**config.mk**
```make
export PLATFORM = sky130hd
export DESIGN_NAME = lfn_ctrl
export DESIGN_NICKNAME = d
export VERILOG_FILES = /design/src/rtl/lfn_pkg.sv /design/src/rtl/lfn_flag_step.sv /design/src/rtl/lfn_hws.sv /design/src/rtl/lfn_ctrl.sv
export SDC_FILE = /design/constraint.sdc
export NUM_CORES = 1
export LEC_CHECK = 0
export CORE_UTILIZATION = 45
export DETAILED_ROUTE_END_ITERATION = 7
export GPL_ROUTABILITY_DRIVEN = 0
export PLACE_DENSITY = 0.86
export SYNTH_ARGS = -nofsm -noshare
export SYNTH_HDL_FRONTEND = slang
export SYNTH_SLANG_ARGS = --single-unit
```
**constraint.sdc**
```tcl
create_clock -name clk_i -period 2.3 [get_ports clk_i]
set_clock_uncertainty 0.1 [all_clocks]
set_input_delay 0.23 -clock clk_i [delete_from_list [all_inputs] [get_ports clk_i]]
set_output_delay 0.23 -clock clk_i [all_outputs]
set_load 0.03 [all_outputs]
```
**src/rtl/lfn_pkg.sv**
```systemverilog
package lfn_pkg;
  typedef struct packed {
    logic lf;
    logic nl;
  } lfn_flags_t;

  typedef enum logic {
    STEP_PUSH = 1'b0,
    STEP_POP  = 1'b1
  } lfn_step_e;
endpackage

```
**src/rtl/lfn_flag_step.sv**
```systemverilog
module lfn_flag_step
  import lfn_pkg::*;
#(
  parameter lfn_step_e KIND = STEP_PUSH
) (
  input  logic       en_i,
  input  lfn_flags_t cur_i,
  output lfn_flags_t nxt_o
);
  generate
    if (KIND == STEP_PUSH) begin : g_push
      always_comb begin
        nxt_o = cur_i;
        if (en_i) begin
          nxt_o.nl = cur_i.lf;
          nxt_o.lf = 1'b1;
        end
      end
    end else begin : g_pop
      always_comb begin
        nxt_o = cur_i;
        if (en_i) begin
          nxt_o.lf = cur_i.nl;
          nxt_o.nl = 1'b0;
        end
      end
    end
  endgenerate
endmodule

```
**src/rtl/lfn_hws.sv**
```systemverilog
module lfn_hws #(
  parameter int unsigned DW    = 16,
  parameter int unsigned DEPTH = 2
) (
  input  logic          clk_i,
  input  logic          rst_ni,
  input  logic          push_i,
  input  logic          pop_i,
  input  logic [DW-1:0] wdata_i,
  output logic [DW-1:0] rdata_o,
  output logic          uflow_o
);
  localparam int unsigned CW = $clog2(DEPTH + 1);
  localparam logic [CW-1:0] LVL_FULL = CW'(DEPTH);

  logic [DW-1:0] mem_q [DEPTH];
  logic [DW-1:0] mem_a [DEPTH];
  logic [DW-1:0] mem_d [DEPTH];
  logic [CW-1:0] cnt_q, cnt_a, cnt_d;
  logic [DW-1:0] pop_val;
  logic          uf_d;
  logic [DW-1:0] rdata_q;
  logic          uflow_q;

  // push is applied before pop within a cycle
  always_comb begin
    mem_a = mem_q;
    cnt_a = cnt_q;
    if (push_i) begin
      for (int i = DEPTH - 1; i > 0; i--) mem_a[i] = mem_q[i-1];
      mem_a[0] = wdata_i;
      if (cnt_q != LVL_FULL) cnt_a = cnt_q + 1'b1;
    end
    mem_d   = mem_a;
    cnt_d   = cnt_a;
    pop_val = '0;
    uf_d    = 1'b0;
    if (pop_i) begin
      if (cnt_a == '0) begin
        uf_d = 1'b1;
      end else begin
        pop_val = mem_a[0];
        for (int i = 0; i < DEPTH - 1; i++) mem_d[i] = mem_a[i+1];
        mem_d[DEPTH-1] = '0;
        cnt_d = cnt_a - 1'b1;
      end
    end
  end

  always_ff @(posedge clk_i or negedge rst_ni) begin
    if (!rst_ni) begin
      for (int i = 0; i < DEPTH; i++) mem_q[i] <= '0;
      cnt_q   <= '0;
      rdata_q <= '0;
      uflow_q <= 1'b0;
    end else begin
      mem_q   <= mem_d;
      cnt_q   <= cnt_d;
      uflow_q <= uf_d;
      if (pop_i) rdata_q <= pop_val;
    end
  end

  assign rdata_o = rdata_q;
  assign uflow_o = uflow_q;

  p_level_bound_r8: assert property (@(posedge clk_i) disable iff (!rst_ni)
    cnt_q <= LVL_FULL);

  p_full_push_r8: assert property (@(posedge clk_i) disable iff (!rst_ni)
    (push_i && !pop_i && cnt_q == LVL_FULL) |=> (cnt_q == LVL_FULL));

  p_empty_pop_r9: assert property (@(posedge clk_i) disable iff (!rst_ni)
    (pop_i && !push_i && cnt_q == '0) |=> (uflow_o && rdata_o == '0));

  p_valid_pop_r9: assert property (@(posedge clk_i) disable iff (!rst_ni)
    (pop_i && cnt_q != '0) |=> !uflow_o);
endmodule

```
**src/rtl/lfn_ctrl.sv**
```systemverilog
module lfn_ctrl
  import lfn_pkg::*;
#(
  parameter int unsigned DW        = 16,
  parameter int unsigned HWS_DEPTH = 2,
  parameter int unsigned REG_W     = 16
) (
  input  logic             clk_i,
  input  logic             rst_ni,
  input  logic             loop_start_i,
  input  logic             loop_exit_i,
  input  logic             rep_i,
  input  logic             irq_entry_i,
  input  logic             hws_wr_i,
  input  logic [DW-1:0]    hws_wdata_i,
  input  logic             hws_rd_i,
  input  logic             sr_wr_i,
  input  logic [REG_W-1:0] sr_wdata_i,
  input  logic             omr_wr_i,
  input  logic [REG_W-1:0] omr_wdata_i,
  output logic             lf_o,
  output logic             nl_o,
  output logic [DW-1:0]    hws_rdata_o,
  output logic             hws_uflow_o
);
  localparam int unsigned FLAG_BIT = REG_W - 1;
  localparam int unsigned N_STEPS  = 4;

  lfn_flags_t flags_q;
  lfn_flags_t chain [N_STEPS+1];
  logic [N_STEPS-1:0] step_en;

  logic unused_bits;
  assign unused_bits = ^{sr_wdata_i[FLAG_BIT-1:0], omr_wdata_i[FLAG_BIT-1:0]};

  // stage 0: explicit register writes
  always_comb begin
    chain[0] = flags_q;
    if (sr_wr_i)  chain[0].lf = sr_wdata_i[FLAG_BIT];
    if (omr_wr_i) chain[0].nl = omr_wdata_i[FLAG_BIT];
  end

  // order: stack write, loop start, stack read, loop exit
  assign step_en = {loop_exit_i & ~rep_i, hws_rd_i, loop_start_i & ~rep_i, hws_wr_i};

  generate
    for (genvar g = 0; g < N_STEPS; g++) begin : g_step
      lfn_flag_step #(
        .KIND(g < 2 ? STEP_PUSH : STEP_POP)
      ) u_step (
        .en_i (step_en[g]),
        .cur_i(chain[g]),
        .nxt_o(chain[g+1])
      );
    end
  endgenerate

  always_ff @(posedge clk_i or negedge rst_ni) begin
    if (!rst_ni) flags_q <= '0;
    else         flags_q <= chain[N_STEPS];
  end

  assign lf_o = flags_q.lf;
  assign nl_o = flags_q.nl;

  lfn_hws #(
    .DW   (DW),
    .DEPTH(HWS_DEPTH)
  ) u_hws (
    .clk_i  (clk_i),
    .rst_ni (rst_ni),
    .push_i (hws_wr_i),
    .pop_i  (hws_rd_i),
    .wdata_i(hws_wdata_i),
    .rdata_o(hws_rdata_o),
    .uflow_o(hws_uflow_o)
  );

  logic reg_evt, loop_evt;
  assign reg_evt  = sr_wr_i | omr_wr_i;
  assign loop_evt = (loop_start_i | loop_exit_i) & ~rep_i;

  p_push_flags_r2: assert property (@(posedge clk_i) disable iff (!rst_ni)
    (hws_wr_i && !hws_rd_i && !reg_evt && !loop_evt) |=> (lf_o && nl_o == $past(lf_o)));

  p_pop_flags_r3: assert property (@(posedge clk_i) disable iff (!rst_ni)
    (hws_rd_i && !hws_wr_i && !reg_evt && !loop_evt) |=> (!nl_o && lf_o == $past(nl_o)));

  p_rep_hold_r5: assert property (@(posedge clk_i) disable iff (!rst_ni)
    (rep_i && !hws_wr_i && !hws_rd_i && !reg_evt) |=> ($stable(lf_o) && $stable(nl_o)));

  p_irq_hold_r6: assert property (@(posedge clk_i) disable iff (!rst_ni)
    (irq_entry_i && !hws_wr_i && !hws_rd_i && !reg_evt && !loop_evt)
      |=> ($stable(lf_o) && $stable(nl_o)));
endmodule

```
# After elaboration in Yosys (flattened, before gate mapping)

Index checks and enable logic that the tools add are counted.
Widths: inputs -> output; s select.

Register bits: 53
Input port bits: 58
Output and inout bits: 19
Word-level logic and storage cells: 30

$add $sub $neg: 2
Eq/ne operators: 1
Mux-type cells: 16
Bitwise logic cells: 3
Reduce and logical (&&, ||, !) cells: 1

Operator list:

| cell                | count |
|---|---|
| $mux 32             | 3 |
| $mux 16             | 1 |
| $mux 2              | 8 |
| $mux 1              | 4 |
| $add 2x1->2 const B | 1 |
| $and 1x1->1         | 2 |
| $logic_not 2->1     | 1 |
| $ne 2x2->1 const B  | 1 |
| $sub 2x1->2 const B | 1 |
| $not 1->1           | 1 |

# Depth between registers and ports, before layout

Gate-level depths: netlist of run 1.

Depth after elaboration: 6
Depth in mapped cells: 7
Depth with buffers taken out: 6

# By module

Synthesis of run 1 repeated with hierarchy kept, for this count alone.

Cells, all modules: 212
Area, all modules: 2,703.8 um2

By module, submodules not included:

| module                               | instances | cells an instance | area each (um2) | seq. area each (um2) |
|---|---|---|---|---|
| lfn_hws                              | 1         | 198               | 2,521.2         | 1,276.2 |
| lfn_ctrl                             | 1         | 6                 | 92.6            | 50.0 |
| lfn_flag_step (g_step[2].u_step ...) | 2         | 2                 | 23.8            | 0.0 |
| lfn_flag_step (g_step[0].u_step ...) | 2         | 2                 | 21.3            | 0.0 |

# Worst setup path before layout of run 1

OpenSTA, ideal clock, no wires.

Path kind: register -> register
From: register u_hws.cnt_q[0]
To: register u_hws.mem_q[21] in the netlist's numbering
Setup time: 82 ps
Data arrival time: 1,641 ps
Data required time: 2,118 ps
Slack: 477 ps
Stages on the path, launching flop included: 7
Buffers on the path: 1
Clock period less this slack: 1,823 ps
Cell sequence: dfrtp_1 > inv_1 > ha_1 > o21ai_1 > clkbuf_1 > nand2_1 > a31oi_1

RTL lines:

| item                     | line          | RTL |
|---|---|---|
| start: declaration       | lfn_hws.sv:19 | `logic [CW-1:0] cnt_q, cnt_a, cnt_d;` |
| start signal: assignment | lfn_hws.sv:58 | `cnt_q <= cnt_d;` |
| end signal: assignment   | lfn_hws.sv:57 | `mem_q <= mem_d;` |
| end: declaration         | lfn_hws.sv:16 | `logic [DW-1:0] mem_q [DEPTH];` |

# Worst setup path in the final report of run 1

From: register u_hws.cnt_q[0]
To: register u_hws.rdata_q[7] (netlist: u_hws.rdata_o[7])

Word-level cells in the longest chain between the ends: 5
Elaborated cells between the ends (all ways): 6
Classes of those cells: add/sub: 1; eq/ne: 1; mux: 3; reduce/logical: 1

Ends and longest elaborated chain:

| item                                             | line          | RTL |
|---|---|---|
| $add 2x1->2 / $ne 2x2->1 (equally long branches) | lfn_hws.sv:32 | `if (cnt_q != LVL_FULL) cnt_a = cnt_q + 1'b1;` |
| $mux 2                                           | lfn_hws.sv:32 |  |
| $mux 2 (*)                                       | lfn_hws.sv:29 | `if (push_i) begin` |
| $logic_not 2->1 (*)                              | lfn_hws.sv:39 | `if (cnt_a == '0) begin` |
| $mux 16 (*)                                      | lfn_hws.sv:39 |  |
| end signal: assignment                           | lfn_hws.sv:60 | `if (pop_i) rdata_q <= pop_val;` |
| end: declaration                                 | lfn_hws.sv:22 | `logic [DW-1:0] rdata_q;` |

Mark *: on every way between the ends. The rest lies on a longest branch, timed or not.
A chain may end at the register's enable or synchronous reset.

==> reports/results.tsv, run 1 <==
stage	metric	value	unit
hold_path	Hold Crit Start	hws_wr_i	
final_layout	Design Area, Final	0.00327	mm^2
clock_network	CTS tree	yes	
clock_network	Sink Count	53	
drt	antenna viol nets, final	0	
final_layout	P&R area growth vs syn	24.3	%
power_and_ir_drop	internal power	2.33	mW
timing	Relative slew margins	55.2	%
worst_setup_path	WS Path Type	flip-flop to flip-flop	
yosys	post-synthesis cell area	0.00263	mm^2
die	core area	0.00557	mm^2
clock_network	H-Tree Depth	2	
die	starting density of the core	47.2	%
drt	First-pass DRT Iterations	4	
yosys	Syn Inst Count	257	
power_and_ir_drop	clock power share	17.4	%
drt	DRC Markers	0	
timing	setup tns final	0	ps
timing	part of the cycle the worst path needs	90.3	%
hold_path	hold-critical path depth	4	
placement	area of placed instances	0.00315	mm^2
worst_setup_path	FF-to-FF path depth	5	
flow_run	max-cap check violation count	0	
yosys	Async SR Flop Fraction	100	%
clock_network	Worst-Skew Late Latency	300	ps
die	Die Ht	78.5	um
global_route	global route hottest layer	met2	
worst_setup_path	CP max FO	16	
worst_setup_path	reg2reg start	u_hws.cnt_q[0]$_DFF_PN0_	
global_route	vias in the first global route	2109	
timing	fmax	0.481	GHz
final_layout	most common cell after layout, fill and taps aside	dfrtp_1	
final_layout	Fill cells	479	
hold_path	WHS Endpoint	u_hws.uflow_o$_DFF_PN0_	
clock_network	Post-CTS Resized	0	
die	Die X	78.5	um
yosys	unique cell type count in the Yosys netlist	32	
clock_network	Bufs on Longest Clock Path	2	
global_route	M2 GR Usage	34.1	%
global_route	GR Util met3	4.30	%
yosys	syn avg cell area	10.2	um^2
global_route	initial antenna violation count	0	
worst_setup_path	Reg2Reg Setup Slack	220	ps
power_and_ir_drop	Sw Share	38.6	%
worst_setup_path	slowest CP cell	or3_1	
global_route	gr usage total	20.6	%
global_route	largest net degree at the start of global routing	54	
placement	DPL Wire Length	3860	um
die	row count	27	
global_route	met1 Track Usage GR	26.8	%
timing	endpoints failing setup	0	
power_and_ir_drop	sequential power share	41.0	%
timing	Hold Fails Final Rpt	0	
worst_setup_path	WP data required	2430	ps
power_and_ir_drop	peak supply drop	565	uV
drt	drt wl/cell	15.9	um
run_status	status	complete, no violations	
timing	setup ws final	223	ps
drt	WL final	5970	um
placement	IO buf count	45	
worst_setup_path	Arr. time, crit path	2200	ps
power_and_ir_drop	P_sw	1.47	mW
worst_setup_path	Worst setup EP type	flip-flop	
yosys	Seq/Total Area, Yosys	50.4	%
drt	initial drt markers	154	
yosys	leading post-synthesis cells by cell area	dfrtp_1 50%, mux2i_1 13%, o2bb2ai_1 5.3%	
clock_network	Setup Buffers After CTS	0	
final_layout	non-filler cells, final	375	
hold_path	Min-Delay Path Class	primary input to flip-flop	
yosys	post-synth top area cell	dfrtp_1	
power_and_ir_drop	Comb power frac	41.6	%
yosys	Most used DFF post-synth	dfrtp_1	
timing	minimum clock period	2080	ps
worst_setup_path	Worst path max stage delay	610	ps
power_and_ir_drop	Leakage	1.43	nW
die	die area	0.00616	mm^2
clock_network	total CTS buffers	5	
power_and_ir_drop	pwr dens	1160	mW/mm^2
worst_setup_path	Worst setup SP type	flip-flop	
global_route	first-pass GRT wire length	9850	um
final_layout	Ant. Diodes	0	
worst_setup_path	Setup crit start	u_hws.cnt_q[0]$_DFF_PN0_	
global_route	grt ovf	0	
placement	placed insts	366	
worst_setup_path	reg2reg end	u_hws.rdata_o[7]$_DFFE_PN0P_	
timing	Hold WS	211	ps
timing	pins over their slew limit	0	
clock_network	Clk pin slew, worst setup/hold paths	90	ps
drt	Via density	5.61	
placement	pre-CTS setup slack	251	ps
timing	RSZ-0062 raised after global routing	no	
final_layout	commonest non-fill, non-tap cells in the layout	53 x dfrtp_1, 43 x clkdlybuf4s50_1, 34 x mux2i_1	
worst_setup_path	critical path cell sequence	inv_1 -> ha_1 -> nor3_1 -> or3_1 -> o2bb2ai_1	
yosys	Post-synth EDFFs	0	
drt	vias	2104	
yosys	Syn Nets	317	
final_layout	nets	362	
yosys	register bit total from synthesis	53	
clock_network	CTS root buf	clkbuf_8	
yosys	Ys Warns	0	
timing	Worst Tran Pin Value	671	ps
final_layout	layout cells sized above 1	7.92	%
yosys	Synth top area share	50.4	%
die	Ports	77	
sequential cells by signal, summed over array words and instances, names as in the netlist:
register and cells:
u_hws.uflow_o 1, u_hws.cnt_q 2, u_hws.mem_q 32, nl_o 1
u_hws.rdata_o 16, lf_o 1
per-layer routing:
| layer | vias up | routed length (um) |
|---|---|---|
| li1 | 1013 | - |
| met1 | 1006 | 2660 |
| met2 | 74 | 2890 |
| met3 | 11 | 343 |
| met4 | 0 | 81 |
| met5 | - | 0 |
cells in the mapped netlist, types with 2 or more instances:
master,instances
o2bb2ai_1,16
and2_1,8
buf_2,7
buf_4,2
a21oi_1,3
and2_0,7
ha_1,2
nand3_1,2
nand2b_1,2
nand2_1,29
inv_2,2
inv_1,3
dfrtp_1,53
clkbuf_1,8
nor3_1,5
o21ai_1,2
a31oi_1,15
or3_1,2
o21ai_0,5
nor2_1,24
mux2i_1,34
a211oi_1,16
metrics by stage:
stage | power, mW | utilization (%)
2_1_floorplan | 2.57 | -
3_3_place_gp | 3.06 | 56.4
3_5_place_dp | 3.15 | 56.4
4_1_cts | 3.81 | 58.7
5_1_grt | 4.05 | 58.7
6_report | 3.80 | 58.7
critical path: cells and delay by family (launching register included):
kind	cells	cell delay, ps
simple gates	2	680
flops	1	450
fa+ha+maj	1	400
compound gates	1	250
buf+inv	1	110
timing repair:
action | 4_1_cts | 5_1_grt
endpoints found under the setup margin | 0 | 0
hold endpoints to repair | 53 | 0
hold buffers | 1 | 0
kinds of logic after synthesis:
logic type | Yosys count | share of synthesized area [%]
and+or+nand+nor | 84 | 14.9
AOI/OAI and AO/OA | 60 | 16.2
DFF | 53 | 50.4
muxes | 35 | 13.4
buffers and inverters | 23 | 4.18
adders and majority gates | 2 | 0.951
cell type report:
class / count / area [um^2] / area share (%)
Timing Repair Buffer: 56 / 526 / 16.1
Sequential cell: 53 / 1330 / 40.5
Clock inverter: 1 / 30.0 / 0.918
Clock buffer: 7 / 86.3 / 2.64
Inverter: 5 / 18.8 / 0.574
Multi-Input combinational cell: 181 / 1190 / 36.5
Tap cell: 72 / 90.1 / 2.75
power groups by stage:
stage	Clock, mW	Combinational (mW)	Sequential (mW)
floorplan	0	0.837	1.73
global placement	0	1.52	1.54
detailed placement	0	1.58	1.57
CTS	0.673	1.59	1.55
global route	0.707	1.73	1.61
finish	0.660	1.58	1.56
worst max path at each step:
| stage | depth (start not counted) | slack (ps) | end |
|---|---|---|---|
| floorplan | 6 | 480 | u_hws.mem_q[21]$_DFF_PN0_ |
| global placement | 5 | 310 | u_hws.rdata_o[5]$_DFFE_PN0P_ |
| global route | 5 | 30 | u_hws.rdata_o[11]$_DFFE_PN0P_ |
| finish | 5 | 220 | u_hws.rdata_o[7]$_DFFE_PN0P_ |
| CTS | 5 | 250 | u_hws.rdata_o[7]$_DFFE_PN0P_ |
| detailed placement | 7 | 250 | u_hws.mem_q[24]$_DFF_PN0_ |
(Power assumes the default switching activity.)
==> run 2, diff against run 1 <==
--- a/config.mk
+++ b/config.mk
@@ -8,7 +8,8 @@
 export CORE_UTILIZATION = 45
 export DETAILED_ROUTE_END_ITERATION = 7
 export GPL_ROUTABILITY_DRIVEN = 0
-export PLACE_DENSITY = 0.86
+export PLACE_DENSITY = 0.85
 export SYNTH_ARGS = -nofsm -noshare
 export SYNTH_HDL_FRONTEND = slang
+export SYNTH_HIERARCHICAL = 1
 export SYNTH_SLANG_ARGS = --single-unit
==> reports/results.tsv, run 2 <==
stage	metric	value	unit	change
run_status	status	complete, no violations		
yosys	Synth top area share	49.1	%	-1.4 points
yosys	post-synthesis cell area	0.00270	mm^2	+2.8%
worst_setup_path	reg2reg end	u_hws/rdata_o[11]$_DFFE_PN0P_		
clock_network	CTS root buf	clkbuf_8		
timing	pins over their slew limit	0		unchanged
worst_setup_path	reg2reg start	u_hws/cnt_q[0]$_DFF_PN0_		
clock_network	H-Tree Depth	2		unchanged
final_layout	Largest Register	u_hws/mem_q		
yosys	Syn Inst Count	212		-18%
global_route	grt ovf	0		unchanged
worst_setup_path	Worst setup EP type	flip-flop		
final_layout	most common cell after layout, fill and taps aside	mux2i_1		
hold_path	Hold Crit Start	hws_wr_i		
die	Die Ht	79.5	um	+1.3%
drt	drt wl/cell	16.0	um	+0.61%
timing	minimum clock period	2080	ps	+4.13 ps
yosys	synth cell count leaders	80 x mux2i_1, 53 x dfrtp_1, 16 x nor2_1, 16 x o2bb2ai_1		
yosys	Ys Warns	6		+6
clock_network	Clk pin slew, worst setup/hold paths	90	ps	about the same
worst_setup_path	WS Path Type	flip-flop to flip-flop		
global_route	first-pass GRT wire length	8920	um	-9.5%
yosys	unique cell type count in the Yosys netlist	29		-9.4%
power_and_ir_drop	PnR Total Power	3.71	mW	-2.4%
die	die area	0.00632	mm^2	+2.7%
global_route	initial antenna violation count	0		unchanged
final_layout	commonest non-fill, non-tap cells in the layout	80 x mux2i_1, 53 x dfrtp_1, 43 x clkdlybuf4s50_1		
final_layout	max FFs per register	32		unchanged
timing	setup tns final	0	ps	unchanged
clock_network	CTS tree	yes		
flow_run	max-cap check violation count	0		unchanged
power_and_ir_drop	pwr dens	1110	mW/mm^2	-4.6%
die	core area	0.00564	mm^2	+1.2%
drt	vias	1843		-12%
drt	Via density	5.49		-2.2%
final_layout	nets	324		-10%
power_and_ir_drop	Leakage	1.66	nW	+16%
clock_network	Worst-Skew Late Latency	300	ps	about the same
hold_path	WHS Endpoint	u_hws/cnt_q[0]$_DFF_PN0_		
drt	antenna viol nets, final	0		unchanged
worst_setup_path	Arr. time, crit path	2140	ps	-60 ps
global_route	largest net degree at the start of global routing	31		-43%
clock_network	Setup Buffers After CTS	0		unchanged
final_layout	P&R area growth vs syn	23.7	%	
worst_setup_path	WP data required	2360	ps	-70 ps
timing	fmax	0.480	GHz	-0.20%
final_layout	layout cells sized above 1	12.5	%	+4.6 points
global_route	gr usage total	18.4	%	-2.2 points
final_layout	fin util	59.3	%	+0.61 points
clock_network	Sink Count	53		unchanged
drt	WL final	5380	um	-9.9%
yosys	Post-synth EDFFs	0		unchanged
yosys	leading post-synthesis cells by cell area	dfrtp_1 49%, mux2i_1 30%, o2bb2ai_1 5.2%		
yosys	syn avg cell area	12.8	um^2	+25%
hold_path	hold-critical path depth	2		-2
worst_setup_path	FF-to-FF path depth	4		-1
placement	DPL Wire Length	3720	um	-3.5%
global_route	vias in the first global route	1889		-10%
power_and_ir_drop	peak supply drop	621	uV	+9.8%
clock_network	Bufs on Longest Clock Path	2		unchanged
yosys	post-synth top area cell	dfrtp_1		
yosys	Async SR Flop Fraction	100	%	unchanged
yosys	Syn Nets	272		-14%
timing	part of the cycle the worst path needs	90.5	%	+0.18 points
drt	DRC Markers	0		unchanged
yosys	Seq/Total Area, Yosys	49.1	%	-1.4 points
final_layout	Ant. Diodes	0		unchanged
die	starting density of the core	47.9	%	+0.72 points
timing	Relative slew margins	47.5	%	-7.7 points
worst_setup_path	CP max FO	16		unchanged
hold_path	Min-Delay Path Class	primary input to flip-flop		
drt	First-pass DRT Iterations	4		unchanged
yosys	register bit total from synthesis	53		unchanged
yosys	most numerous cell in the Yosys netlist	mux2i_1		
worst_setup_path	Reg2Reg Setup Slack	220	ps	about the same
timing	endpoints failing setup	0		unchanged
die	row count	27		unchanged
timing	Hold Fails Final Rpt	0		unchanged
die	Ports	77		unchanged
clock_network	total CTS buffers	5		unchanged
die	Die X	79.5	um	+1.3%
worst_setup_path	Worst setup SP type	flip-flop		
timing	Worst Tran Pin Value	786	ps	+114 ps
timing	RSZ-0062 raised after global routing	no		
placement	IO buf count	45		unchanged
drt	initial drt markers	52		-66%
yosys	Most used DFF post-synth	dfrtp_1		
run 2: cell count changes in the layout (fill, tap and decap cells not counted), moves of 5 or more:
| cell | change |
|---|---|
| nor2_1 | -8 |
| mux2_4 | +6 |
| mux2i_1 | +46 |
| and2_0 | -7 |
| and2_1 | -8 |
| a31oi_1 | -15 |
| a211oi_1 | -16 |
| nand2_1 | -28 |
| nor3_1 | -5 |
run 2: layout make-up:
| class | count | area (um^2) |
|---|---|---|
| Clock buffer | 6 | 72.6 |
| Clock inverter | 1 | 8.76 |
| Fill cell | 466 | 2300 |
| Inverter | 5 | 18.8 |
| Multi-Input combinational cell | 142 | 1280 |
| Sequential cell | 53 | 1330 |
| Tap cell | 72 | 90.1 |
| Timing Repair Buffer | 57 | 546 |
run 2: cell families after synthesis:
| kind of cell | synth area share (%) |
|---|---|
| multiplexers | 32.9 |
| AND/OR/NAND/NOR | 5.00 |
| adder cells (fa/ha/maj) | 0.925 |
| buffers and inverters | 3.61 |
| flip-flops | 49.1 |
| AO/OA/AOI/OAI | 8.47 |
run 2: routing by layer:
layer | wire length (um) | GRT usage (%) | vias up
met2 | 2630 | 31.6 | 47
met3 | 230 | 2.86 | 7
met1 | 2450 | 23.1 | 917
met5 | 0 | 0 | -
met4 | 67 | 7.27 | 0
li1 | - | - | 872
run 2: power breakdown:
part | internal (mW) | leakage (nW) | switching, mW | total (mW)
Clock | 0.212 | 0.0412 | 0.295 | 0.506
Sequential | 1.31 | 0.671 | 0.298 | 1.61
Combinational | 0.757 | 0.944 | 0.833 | 1.59
run 2: what timing repair did:
action,in CTS,in global routing
endpoints found under the setup margin,0,6
gates resized for setup,0,1
hold buffers,1,0
endpoints found under the hold margin,23,0
run 2: how the worst max path moves through the flow:
| stage | from | endpoint | slack [ps] | depth (start not counted) |
|---|---|---|---|---|
| finish | u_hws/cnt_q[0]$_DFF_PN0_ | u_hws/rdata_o[11]$_DFFE_PN0P_ | 220 | 4 |
| global route | u_hws/cnt_q[0]$_DFF_PN0_ | u_hws/rdata_o[11]$_DFFE_PN0P_ | 60 | 4 |
| CTS | u_hws/cnt_q[0]$_DFF_PN0_ | u_hws/mem_q[20]$_DFF_PN0_ | 20 | 5 |
| detailed placement | sr_wr_i | lf_o$_DFF_PN0_ | -70 | 6 |
| global placement | sr_wr_i | lf_o$_DFF_PN0_ | -50 | 6 |
| floorplan | lf_o$_DFF_PN0_ | lf_o$_DFF_PN0_ | 210 | 5 |
run 2: critical path, stage by stage (launching register included):
cell,delay (ps)
dfrtp_1,420
inv_1,100
ha_1,410
o311ai_4,730
o2bb2ai_1,180
run 2: per-stage QoR:
| stage | hold WS [ps] | setup WS [ps] | instances | area (um^2) |
|---|---|---|---|---|
| floorplan | -166 | 207 | 212 | 2700 |
| global placement | 158 | -51.0 | 328 | 3250 |
| detailed placement | 160 | -69.5 | 328 | 3250 |
| CTS | 268 | 21.5 | 336 | 3340 |
| global route | 279 | 63.0 | 336 | 3350 |
| finish | 281 | 219 | 336 | 3350 |
